**config.mk**
```make
export PLATFORM = sky130hd
export DESIGN_NAME = shutter_step_loader
export DESIGN_NICKNAME = d
export VERILOG_FILES = /design/src/rtl/shutter_load_pkg.sv /design/src/rtl/pin_sync.sv /design/src/rtl/serial_shifter.sv /design/src/rtl/par_decode.sv /design/src/rtl/shutter_step_loader.sv
export SDC_FILE = /design/constraint.sdc
export NUM_CORES = 1
export LEC_CHECK = 0
export BUFFER_PORTS_ARGS = -buffer_cell sky130_fd_sc_hd__buf_4
export CELL_PAD_IN_SITES_DETAIL_PLACEMENT = 1
export CELL_PAD_IN_SITES_GLOBAL_PLACEMENT = 2
export CORE_MARGIN = 4
export CORE_UTILIZATION = 42
export CTS_BUF_LIST = sky130_fd_sc_hd__clkbuf_8 sky130_fd_sc_hd__clkbuf_16
export DETAILED_ROUTE_END_ITERATION = 6
export PLACE_DENSITY = 0.79
export SYNTH_ARGS = -nofsm -noshare
export SYNTH_HDL_FRONTEND = slang
export SYNTH_SLANG_ARGS = --single-unit
```
**constraint.sdc**
```tcl
create_clock -name clk -period 3 [get_ports clk]
set_input_delay 0.6 -clock clk [delete_from_list [all_inputs] [get_ports clk]]
set_output_delay 0.6 -clock clk [all_outputs]
set_load 0.03 [all_outputs]
```
**src/rtl/shutter_load_pkg.sv**
```systemverilog
package shutter_load_pkg;

    typedef enum logic [1:0] {
        SM_OFF      = 2'd0,
        SM_SERIAL   = 2'd1,
        SM_PARALLEL = 2'd2
    } load_state_e;

    localparam int PIN_N   = 3;
    localparam int PIN_STB = 0;
    localparam int PIN_CLK = 1;
    localparam int PIN_DAT = 2;

    // Fixed speed table, stored as step counts matching the serial encoding.
    function automatic logic [7:0] par_steps(input logic is625, input logic [2:0] idx);
        logic [7:0] v;
        if (!is625) begin
            unique case (idx)
                3'd7: v = 8'd9;
                3'd6: v = 8'd26;
                3'd5: v = 8'd45;
                3'd4: v = 8'd61;
                3'd3: v = 8'd71;
                3'd2: v = 8'd87;
                3'd1: v = 8'd100;
                default: v = 8'd149;
            endcase
        end else begin
            unique case (idx)
                3'd7: v = 8'd14;
                3'd6: v = 8'd28;
                3'd5: v = 8'd47;
                3'd4: v = 8'd63;
                3'd3: v = 8'd72;
                3'd2: v = 8'd89;
                3'd1: v = 8'd103;
                default: v = 8'd151;
            endcase
        end
        return v;
    endfunction

endpackage

```
**src/rtl/pin_sync.sv**
```systemverilog
module pin_sync #(
    parameter int N      = 3,
    parameter int STAGES = 2
) (
    input  logic         clk,
    input  logic         rst_n,
    input  logic [N-1:0] pins_i,
    output logic [N-1:0] level_o,
    output logic [N-1:0] rise_o
);
    localparam int LAST = STAGES - 1;

    genvar g;
    generate
        for (g = 0; g < N; g++) begin : g_pin
            logic [STAGES-1:0] chain_q;
            logic              prev_q;

            always_ff @(posedge clk or negedge rst_n) begin
                if (!rst_n) begin
                    chain_q <= '0;
                    prev_q  <= 1'b0;
                end else begin
                    chain_q <= {chain_q[STAGES-2:0], pins_i[g]};
                    prev_q  <= chain_q[LAST];
                end
            end

            assign level_o[g] = chain_q[LAST];
            assign rise_o[g]  = chain_q[LAST] & ~prev_q;
        end
    endgenerate
endmodule

```
**src/rtl/serial_shifter.sv**
```systemverilog
module serial_shifter #(
    parameter int W = 8
) (
    input  logic         clk,
    input  logic         rst_n,
    input  logic         active_i,
    input  logic         bit_rise_i,
    input  logic         bit_i,
    input  logic         commit_i,
    output logic [W-1:0] shift_o,
    output logic [W-1:0] hold_o
);
    logic [W-1:0] shift_q;
    logic [W-1:0] hold_q;

    always_ff @(posedge clk or negedge rst_n) begin
        if (!rst_n) begin
            shift_q <= '0;
            hold_q  <= '1;
        end else if (active_i) begin
            if (bit_rise_i) shift_q <= {shift_q[W-2:0], bit_i};
            if (commit_i)   hold_q  <= shift_q;
        end
    end

    assign shift_o = shift_q;
    assign hold_o  = hold_q;
endmodule

```
**src/rtl/par_decode.sv**
```systemverilog
module par_decode #(
    parameter int W = 8
) (
    input  logic         is625_i,
    input  logic [2:0]   idx_i,
    output logic [W-1:0] steps_o
);
    import shutter_load_pkg::*;

    always_comb begin
        steps_o = W'(par_steps(is625_i, idx_i));
    end
endmodule

```
**src/rtl/shutter_step_loader.sv**
```systemverilog
module shutter_step_loader #(
    parameter int WORD_W      = 8,
    parameter int SYNC_STAGES = 2
) (
    input  logic              clk,
    input  logic              rst_n,
    input  logic              enable_i,
    input  logic              iris_mode_i,
    input  logic              par_sel_i,
    input  logic              std_625_i,
    input  logic              pin_clk_i,
    input  logic              pin_dat_i,
    input  logic              pin_stb_i,
    output logic [WORD_W-1:0] step_o
);
    import shutter_load_pkg::*;

    localparam logic [WORD_W-1:0] CODE_MAX = {WORD_W{1'b1}};

    logic [PIN_N-1:0]  pin_lvl;
    logic [PIN_N-1:0]  pin_rise;
    logic [WORD_W-1:0] shift_q;
    logic [WORD_W-1:0] hold_q;
    logic [WORD_W-1:0] par_val;
    logic              clk_rise;
    logic              stb_rise;
    logic              dat_lvl;
    logic              in_serial;

    load_state_e state_q, state_d;

    pin_sync #(.N(PIN_N), .STAGES(SYNC_STAGES)) u_sync (
        .clk     (clk),
        .rst_n   (rst_n),
        .pins_i  ({pin_dat_i, pin_clk_i, pin_stb_i}),
        .level_o (pin_lvl),
        .rise_o  (pin_rise)
    );

    assign clk_rise  = pin_rise[PIN_CLK];
    assign stb_rise  = pin_rise[PIN_STB];
    assign dat_lvl   = pin_lvl[PIN_DAT];
    assign in_serial = (state_q == SM_SERIAL);

    serial_shifter #(.W(WORD_W)) u_shift (
        .clk        (clk),
        .rst_n      (rst_n),
        .active_i   (in_serial),
        .bit_rise_i (clk_rise),
        .bit_i      (dat_lvl),
        .commit_i   (stb_rise),
        .shift_o    (shift_q),
        .hold_o     (hold_q)
    );

    par_decode #(.W(WORD_W)) u_par (
        .is625_i (std_625_i),
        .idx_i   ({pin_lvl[PIN_DAT], pin_lvl[PIN_CLK], pin_lvl[PIN_STB]}),
        .steps_o (par_val)
    );

    // Transition logic
    always_comb begin
        state_d = state_q;
        unique case (state_q)
            SM_OFF: begin
                if (enable_i && !iris_mode_i)
                    state_d = par_sel_i ? SM_PARALLEL : SM_SERIAL;
            end
            SM_SERIAL: begin
                if (!enable_i || iris_mode_i) state_d = SM_OFF;
                else if (par_sel_i)           state_d = SM_PARALLEL;
            end
            SM_PARALLEL: begin
                if (!enable_i || iris_mode_i) state_d = SM_OFF;
                else if (!par_sel_i)          state_d = SM_SERIAL;
            end
            default: state_d = SM_OFF;
        endcase
    end

    // State register
    always_ff @(posedge clk or negedge rst_n) begin
        if (!rst_n) state_q <= SM_OFF;
        else        state_q <= state_d;
    end

    // Output register
    always_ff @(posedge clk or negedge rst_n) begin
        if (!rst_n) begin
            step_o <= '0;
        end else begin
            unique case (state_q)
                SM_SERIAL:   step_o <= CODE_MAX - hold_q;
                SM_PARALLEL: step_o <= par_val;
                default:     step_o <= '0;
            endcase
        end
    end
endmodule

```
==> results by group <==
Cells and area
  • Commonest non-fill, non-tap cell in the layout: dfrtp_1
  • Final instance area: 1660 um2
  • Final Non-Filler Cells: 166
  • Layout fillers: 337
  • Area of the multi-input gates: 509 um2
  • Layout Nets: 134
  • FF/Latch Area: 861 um2
  • Layout cells sized above 1: 44.3%
  • Diode count: 0
  • Util after Layout: 52.9%
  • P&R area growth vs syn: 17.0%
  • Most frequent cells in the layout: dfrtp_1, mux2_2, buf_4, dfstp_2, clkbuf_8

STA
  • Skew final: 0.00425 ns
  • Final Hold Viols: 0
  • F_max: 0.648 GHz
  • RSZ-0062 raised after global routing: no
  • Slew margin rel.: 73.2%
  • Final Slew Violations: 0
  • Min Tclk post-route: 1.54 ns
  • Setup Viol. Count Final: 0
  • Period utilization: 51.5%
  • Sum Neg Setup Slack: 0 ns
  • Tightest Pin Transition: 0.402 ns
  • Final worst hold slack: 0.240 ns

Power
  • Max VDD drop: 0.329 mV
  • Leakage: 0.000782 uW
  • Power Density: 840 nW/um2

Global route
  • Antenna violations before repair: 0
  • Global-route wire length before repair: 4620 um
  • Total congestion overflow: 0
  • Number of global-route vias before repair: 977
  • GR Util All Layers: 14.5%
  • Largest net degree at the start of global routing: 35

Floorplanning
  • Ports: 17
  • Die area: 4360 um2
  • Core Region: 3130 um2
  • Starting Density: 45.2%
  • Die W: 66.0 um
  • Die Y: 66.0 um
  • Rows: 20

Logic synthesis
  • Syn nets: 116
  • Post-synth EDFFs: 0
  • Yosys cell types: 32
  • Top_reg_cell synth: dfrtp_1
  • Sequential area share after synthesis: 60.8%
  • #FFs+latches synth: 34
  • Avg Cell Area, Syn: 13.7 um2
  • Ys async rst share: 100%
  • Yosys warnings: 0
  • Synth Cell Area: 1420 um2
  • Synthesized instance count: 103

Run
  • Maxcap violations: 0

Clock tree
  • Post-cts resize count: 0
  • CTS Hold Bufs: 0
  • H-tree levels: 2
  • Worst skew pair latency: 0.29 ns
  • # Post-CTS Setup Buffers: 0
  • CTS Root Cell: clkbuf_8
  • Clk sink count: 34
  • CTS tree: yes
  • Max Root-Sink Buffers: 2
  • Cts bufs inserted: 5
  • Worst-path clk slew: 0.07 ns

Placed design
  • Placed cells: 158
  • Dpl cell area: 1560 um2
  • GP Congestion: 0.796
  • Port buffer count: 16
  • Placed wire-length estimate: 1900 um

Route
  • Drt drc: 0
  • Routed Antenna Nets: 0
  • Drt initial violations: 30
  • Final wirelength: 2590 um
  • Drt first pass iters: 4
  • Drt wl/cell: 15.6 um
  • Via count: 849
  • Drt via density: 5.11

Setup path
  • Critical path required time: 3.17 ns
  • Worst setup EP type: flop
  • Startpoint Class: flop
  • Worst-path fanout max: 8
  • Worst Setup Path Type: flop to flop
  • Critical path data arrival time: 1.72 ns

Outcome
  • Outcome: complete, no violations

Hold path
  • Worst min-delay path class: input pin to async pin
[state kept, by name, indices dropped and copies added, names as in the netlist]
register,cells
state_q,2
u_sync.g_pin.prev_q,2
u_shift.hold_o,8
u_sync.g_pin.chain_q,6
u_shift.shift_o,8
step_o,8
[area by class of cell]
type | count | share of cell area (%)
clock inverters | 2 | 0.756
inverters | 4 | 0.907
repair buffers | 16 | 7.26
clock buffers | 6 | 4.99
well taps | 44 | 3.33
multi-input cells | 60 | 30.8
flip-flops and latches | 34 | 52.0
[kinds of logic after synthesis]
| group | Yosys count | synth area share (%) |
|---|---|---|
| fa+ha+maj | 4 | 3.54 |
| buf+inv | 9 | 3.18 |
| flops | 34 | 60.8 |
| mux | 17 | 13.8 |
| xor+xnor | 1 | 0.619 |
| simple gates | 22 | 9.37 |
| compound gates | 16 | 8.67 |
[power breakdown]
part | switching [uW] | internal (uW) | leakage, uW
Clock | 162 | 184 | 0.0000472
Combinational | 231 | 173 | 0.000314
Sequential | 62.9 | 576 | 0.000420
[critical path: stages, from the launching register on]
cell	delay, ns
dfrtp_1	0.42
inv_1	0.10
ha_1	0.30
nand3b_2	0.26
mux2_2	0.34
[stage by stage]
stage                     power [uW]  setup WS, ns
after detailed placement        1060          1.46
after global routing            1480          1.33
after floorplan                  905          1.64
after global placement          1030          1.49
after CTS                       1410          1.45
final                           1390          1.46
[synthesized netlist by cell type, types with 2 or more instances]
master    instances  area share [%]
inv_2             2            0.53
nand3b_2          2             1.6
dfstp_2           8              15
nand2_1           2            0.53
nor2_1            5             1.3
mux2_2           16              13
buf_2             3             1.1
o22ai_1           3             1.3
o32ai_1           2             1.2
a32o_1            2             1.4
o21a_1            2             1.1
nor2b_1           2            0.88
dfrtp_1          26              46
inv_1             2            0.53
ha_1              4             3.5
and2_1            5             2.2
a21oi_1           2            0.71
[final timing paths]
kind	slack, ns	end	cells past startpoint	from
setup / recovery	1.46	u_shift.shift_o[7]	4	state_q[1]
hold / removal	0.24	state_q[1]	1	rst_n
setup reg to reg	1.46	u_shift.shift_o[7]	4	state_q[1]
hold reg to reg	0.35	u_sync.g_pin[0].chain_q[1]	0	u_sync.g_pin[0].chain_q[0]
max in group asynchronous	2.44	u_shift.hold_o[0]	1	rst_n
min in group clk	0.35	u_sync.g_pin[0].chain_q[1]	0	u_sync.g_pin[0].chain_q[0]
[routing by layer]
| metal | share of wire, % | global-route usage (%) |
|---|---|---|
| met1 | 42 | 16.6 |
| met3 | 5.2 | 4.25 |
| met2 | 50 | 24.2 |
| met5 | 0 | 0 |
| met4 | 2.7 | 8.38 |
Note: power is estimated with default switching activity, not from simulation.
